File: src/rtl/sirq_pkg.sv
package sirq_pkg;

  typedef enum logic [2:0] {
    CMD_NONE    = 3'd0,
    CMD_LATCH   = 3'd1,
    CMD_RELOAD  = 3'd2,
    CMD_DISABLE = 3'd3,
    CMD_ENABLE  = 3'd4
  } sirq_cmd_e;

  // Map a CPU write to a command from top three address bits and parity.
  function automatic sirq_cmd_e decode_cmd(input logic we, input logic [2:0] top3,
                                           input logic odd);
    sirq_cmd_e c;
    c = CMD_NONE;
    if (we) begin
      if (top3 == 3'b110)      c = odd ? CMD_RELOAD : CMD_LATCH;
      else if (top3 == 3'b111) c = odd ? CMD_ENABLE : CMD_DISABLE;
    end
    return c;
  endfunction

  // Next count on a counting pulse.
  function automatic logic [7:0] step_count(input logic [7:0] cnt, input logic [7:0] rld,
                                            input logic pend);
    if (cnt == 8'd0 || pend) return rld;
    return cnt - 8'd1;
  endfunction

endpackage

File: src/rtl/sirq_regdec.sv
module sirq_regdec
  import sirq_pkg::*;
#(
  parameter int ADDR_W = 16
) (
  input  logic              we,
  input  logic [ADDR_W-1:0] addr,
  output sirq_cmd_e         cmd
);
  localparam int TOP_LSB = ADDR_W - 3;

  always_comb begin
    cmd = decode_cmd(we, addr[ADDR_W-1:TOP_LSB], addr[0]);
  end
endmodule

File: src/rtl/sirq_tickgen.sv
module sirq_tickgen #(
  parameter int LINE_W       = 9,
  parameter int DOT_W        = 9,
  parameter int TICK_DOT     = 260,
  parameter int LAST_VISIBLE = 239,
  parameter int PRE_LINE     = 261
) (
  input  logic              clk,
  input  logic              rst_n,
  input  logic [LINE_W-1:0] line,
  input  logic [DOT_W-1:0]  dot,
  input  logic              render_on,
  output logic              tick
);
  localparam logic [DOT_W-1:0]  DOT_V  = DOT_W'(TICK_DOT);
  localparam logic [LINE_W-1:0] LAST_V = LINE_W'(LAST_VISIBLE);
  localparam logic [LINE_W-1:0] PRE_V  = LINE_W'(PRE_LINE);

  logic line_ok;
  logic match;
  logic match_q;

  always_comb begin
    line_ok = (line <= LAST_V) || (line == PRE_V);
    match   = render_on && line_ok && (dot == DOT_V);
    tick    = match && !match_q;
  end

  always_ff @(posedge clk) begin
    if (!rst_n) match_q <= 1'b0;
    else        match_q <= match;
  end
endmodule

File: src/rtl/sirq_core.sv
module sirq_core
  import sirq_pkg::*;
#(
  parameter int CNT_W = 8
) (
  input  logic             clk,
  input  logic             rst_n,
  input  sirq_cmd_e        cmd,
  input  logic [CNT_W-1:0] wdata,
  input  logic             tick,
  input  logic             ack,
  output logic             irq,
  output logic [CNT_W-1:0] count_o,
  output logic [CNT_W-1:0] latch_o,
  output logic             pending_o,
  output logic             enable_o,
  output logic             set_evt
);
  logic [CNT_W-1:0] count_q, latch_q, cnt_upd;
  logic             pend_q, en_q, irq_q, pend_upd;

  always_comb begin
    cnt_upd  = count_q;
    pend_upd = pend_q;
    if (tick) begin
      cnt_upd  = CNT_W'(step_count(8'(count_q), 8'(latch_q), pend_q));
      pend_upd = 1'b0;
    end
    set_evt = tick && (cnt_upd == '0) && en_q;
  end

  always_ff @(posedge clk) begin
    if (!rst_n) begin
      count_q <= '0;
      latch_q <= '0;
      pend_q  <= 1'b0;
      en_q    <= 1'b0;
      irq_q   <= 1'b0;
    end else begin
      count_q <= (cmd == CMD_RELOAD) ? '0 : cnt_upd;
      pend_q  <= (cmd == CMD_RELOAD) ? 1'b1 : pend_upd;
      if (cmd == CMD_LATCH) latch_q <= wdata;
      if (cmd == CMD_DISABLE)     en_q <= 1'b0;
      else if (cmd == CMD_ENABLE) en_q <= 1'b1;
      if (cmd == CMD_DISABLE) irq_q <= 1'b0;
      else if (set_evt)       irq_q <= 1'b1;
      else if (ack)           irq_q <= 1'b0;
    end
  end

  assign irq       = irq_q;
  assign count_o   = count_q;
  assign latch_o   = latch_q;
  assign pending_o = pend_q;
  assign enable_o  = en_q;
endmodule

File: src/rtl/scanline_irq_counter.sv
module scanline_irq_counter
  import sirq_pkg::*;
#(
  parameter int ADDR_W       = 16,
  parameter int CNT_W        = 8,
  parameter int LINE_W       = 9,
  parameter int DOT_W        = 9,
  parameter int TICK_DOT     = 260,
  parameter int LAST_VISIBLE = 239,
  parameter int PRE_LINE     = 261
) (
  input  logic              clk,
  input  logic              rst_n,
  input  logic              cpu_we,
  input  logic [ADDR_W-1:0] cpu_addr,
  input  logic [CNT_W-1:0]  cpu_wdata,
  input  logic [LINE_W-1:0] scan_line,
  input  logic [DOT_W-1:0]  dot_cycle,
  input  logic              render_on,
  input  logic              irq_ack,
  output logic              irq_req
);
  sirq_cmd_e        cmd;
  logic             tick_evt;
  logic             set_evt;
  logic [CNT_W-1:0] count_q;
  logic [CNT_W-1:0] latch_q;
  logic             pending_q;
  logic             enable_q;
  logic             reload_wr_evt;
  logic             latch_wr_evt;
  logic             disable_wr_evt;

  sirq_regdec #(.ADDR_W(ADDR_W)) u_dec (
    .we(cpu_we), .addr(cpu_addr), .cmd(cmd)
  );

  sirq_tickgen #(
    .LINE_W(LINE_W), .DOT_W(DOT_W), .TICK_DOT(TICK_DOT),
    .LAST_VISIBLE(LAST_VISIBLE), .PRE_LINE(PRE_LINE)
  ) u_tick (
    .clk(clk), .rst_n(rst_n), .line(scan_line), .dot(dot_cycle),
    .render_on(render_on), .tick(tick_evt)
  );

  sirq_core #(.CNT_W(CNT_W)) u_core (
    .clk(clk), .rst_n(rst_n), .cmd(cmd), .wdata(cpu_wdata), .tick(tick_evt),
    .ack(irq_ack), .irq(irq_req), .count_o(count_q), .latch_o(latch_q),
    .pending_o(pending_q), .enable_o(enable_q), .set_evt(set_evt)
  );

  assign reload_wr_evt  = (cmd == CMD_RELOAD);
  assign latch_wr_evt   = (cmd == CMD_LATCH);
  assign disable_wr_evt = (cmd == CMD_DISABLE);
endmodule

File: config.mk
export PLATFORM = sky130hd
export DESIGN_NAME = scanline_irq_counter
export DESIGN_NICKNAME = d
export VERILOG_FILES = /design/src/rtl/sirq_pkg.sv /design/src/rtl/sirq_regdec.sv /design/src/rtl/sirq_tickgen.sv /design/src/rtl/sirq_core.sv /design/src/rtl/scanline_irq_counter.sv
export SDC_FILE = /design/constraint.sdc
export NUM_CORES = 1
export LEC_CHECK = 0
export CAP_MARGIN = 15
export CORE_UTILIZATION = 44
export DETAILED_ROUTE_END_ITERATION = 16
export GPL_TIMING_DRIVEN = 0
export PLACE_DENSITY = 0.83
export SYNTH_ARGS = -nofsm -noshare
export SYNTH_HDL_FRONTEND = slang
export SYNTH_SLANG_ARGS = --single-unit
File: constraint.sdc
create_clock -name clk -period 7.3 [get_ports clk]
set_clock_uncertainty 0.1 [all_clocks]
set_input_delay 1.095 -clock clk [delete_from_list [all_inputs] [get_ports clk]]
set_output_delay 1.095 -clock clk [all_outputs]
set_load 0.02 [all_outputs]
==> results by group <==
Pwr
  • Pwr dens: 149.8 nW/um^2
  • Leak: 0.5442 nW
  • VDD IR-drop max: 0.1399 mV

Layout
  • Ant. Diodes: 0
  • Area grow syn2layout: 39.82%
  • Share of post-route cells with drive strength above 1: 0.05455
  • Nets: 214

Place
  • Hpwl dp: 2332 um
  • Final Wtd Congestion: 0.8683
  • I/O Buffers: 35

Timing
  • Period utilization: 0.4714
  • Final TNS setup: 0 ns
  • RSZ-0062 raised after global routing: no
  • Slew HR: 0.5086
  • Worst slew pin tran: between 0.7 and 0.8 ns
  • Final hold viol count: 0
  • Tmin final: 3.442 ns
  • Final Setup Violations: 0
  • WHS: 0.4283 ns
  • Final Max Tran Viols: 0
  • Max Clock Freq: 290.6 MHz

Global routing
  • Overflow after GRT: 0
  • Total GRT Usage: 0.2474
  • Pin count of the biggest net entering global routing: 13
  • First-pass GRT wire length: ~4900 um
  • Vias in the first global route: around 1.1k
  • Initial antenna violation count: 0

Clock tree
  • CTS Hold Bufs: 0
  • CTS tree: built
  • Max clock buf depth: 2
  • Root Buffer: clkbuf_4
  • Total CTS buffers: 3
  • Clk slew on worst S/H paths: 0.12 ns
  • Num Clock Sinks: 20
  • H-tree depth: 1
  • Post_cts resized: 0
  • Setup bufs post-CTS: 0
  • Worst-skew pair later-pin latency: 0.32 ns

Worst setup path
  • CP top delay family: simple AND/OR/NAND/NOR gates
  • Crit. End Element: register
  • CP Cell Sequence: clkdlybuf4s50_1 -> nand4bb_1 -> o41ai_1 -> nand4b_1 -> mux2i_1 -> or3_1 -> nor3b_1 -> a31o_1
  • Crit path launch type: input port
  • Buf+Inv Stages, Crit Path: 1
  • CP Class: input port to register
  • CP max-delay cell: o41ai_1
  • Critical path data arrival time: roughly 3.6 ns
  • Worst Path Required: ~7.4 ns
  • Crit-path max cell delay: 0.49 ns
  • Crit Path Max Fanout: 3

Floorplanning
  • Die Ht: between 50 and 60 um
  • Rows: 17
  • Ports: 48
  • Core area: 2276 sq um
  • Die X: 52.00 um
  • Starting density of the core: 0.4832
  • Die Area: 2703 sq um

Logic synthesis
  • Synthesized area per cell: 8.729 sq um
  • Synth area leaders: dfxtp_1, mux2i_1, nor2_1
  • Synth Instances: 126
  • Mapped Nets: 174
  • Area leader, netlist: dfxtp_1
  • Yosys top cell area share: 0.3641
  • Asr flop ratio synth: 0
  • Dominant synthesized flop cell: dfxtp_1
  • Synthesis Warnings: 0
  • Sequential element share of the synthesized area: 0.3641
  • #FFs+latches synth: 20
  • Post-Syn Area: 1100 sq um
  • Yosys cell types: 36
  • Post-synth EDFFs: 0

Detailed routing
  • Total number of vias: 1116
  • Drt pass-1 iters: 8
  • Detailed Route WL: approximately 3000 um
  • Via density: between 5 and 6
  • DRT iter0 DRCs: 39
  • Avg WL per Cell: 15.37 um
  • DRC violations left: 0
  • Final ANT Viol Nets: 0

Outcome
  • Status: finished clean

Worst hold path
  • Hold crit path type: register to register

Run
  • Max_cap viols: 0
## logic make-up (layout without fill, tap and decap cells)
family | count (synthesis) | count (layout) | synth area share
flip-flops | 20 | 20 | 0.3640
multiplexers | 13 | 13 | 0.1183
buffers and inverters | 7 | 46 | 0.02389
adder cells (fa/ha/maj) | 1 | 1 | 0.01137
AND/OR/NAND/NOR | 61 | 61 | 0.3152
AO/OA/AOI/OAI | 24 | 24 | 0.1672
## path summary, 6_finish.rpt
check                                        from                end  slack [ns]  depth (start not counted)
worst max-delay path                 scan_line[1]         u_core.irq        3.86                          8
worst min-delay path            u_core.latch_o[0]  u_core.latch_o[0]        0.43                          2
worst max register to register  u_core.count_o[0]         u_core.irq        4.71                          9
worst min register to register  u_core.latch_o[0]  u_core.latch_o[0]        0.43                          2
## metal layers
layer | GRT usage | share of wire | up-vias
met5 | 0 | 0 | -
met3 | 0.07018 | 0.056 | 6
met2 | 0.4274 | 0.52 | 42
met4 | 0.07658 | 0.011 | 0
met1 | 0.2916 | 0.41 | 528
li1 | - | - | 540
## placed cells by master (no fill, tap or decap), types with 2 or more instances in the layout
cell	count
nor2b_1	2
nor3b_1	2
dfxtp_1	20
nor3_1	2
o21ai_0	9
nand2_1	7
clkdlybuf4s50_1	35
clkbuf_1	3
mux2i_1	13
nand3_1	5
nor4b_1	2
nor2_1	25
nand4b_1	3
clkbuf_4	3
inv_1	4
a21oi_1	6
a211oi_1	2
## registers in the layout (all words and copies together) (netlist names)
signal and flops:
u_core.count_o 8, u_core.enable_o 1, u_core.irq 1, u_core.latch_o 8, u_core.pending_o 1, u_tick.match_q 1
## worst min-delay path, cell delays in order, from the launching register on
cell and delay (ns):
dfxtp_1 0.36, mux2i_1 0.07, nor2_1 0.07
## synthesized netlist by cell type, drive strengths merged, types with 2 or more instances
master / instances
nor2: 25
dfxtp: 20
mux2i: 13
o21ai: 9
nand2: 7
a21oi: 6
nand3: 5
inv: 4
clkbuf: 3
nand4b: 3
nor3: 3
nor3b: 3
a211oi: 2
nor2b: 2
nor4b: 2
## cell type report
class,count,area (sq um)
plain buffers,3,11.26
clock buffers,3,22.52
clock inverters,1,30.03
fillers,186,738.2
inverters,4,15.01
multi-input cells,99,673.1
flip-flops and latches,20,400.4
well taps,28,35.03
repair buffers,35,350.3
## metrics by stage
step / util / setup slack, ns / cell area [sq um] / power, W / instances
2_1_floorplan: - / 4.316 / 1100 / 0.0001189 / 126
3_3_place_gp: 0.6526 / 3.660 / 1485 / 0.0001386 / 189
3_5_place_dp: 0.6526 / 3.510 / 1485 / 0.0001399 / 189
4_1_cts: 0.6756 / 3.858 / 1538 / 0.0002308 / 193
5_1_grt: 0.6756 / 3.747 / 1538 / 0.0002375 / 193
6_report: 0.6756 / 3.858 / 1538 / 0.0002303 / 193
## power breakdown
part	switching [W]	internal, W	leakage, nW
sequential	0.000000529	0.000110	0.161
combinational	0.00000852	0.0000187	0.355
clock	0.0000370	0.0000556	0.0279
total	0.0000461	0.000184	0.544
No activity file was read; power rests on OpenSTA's default activity.
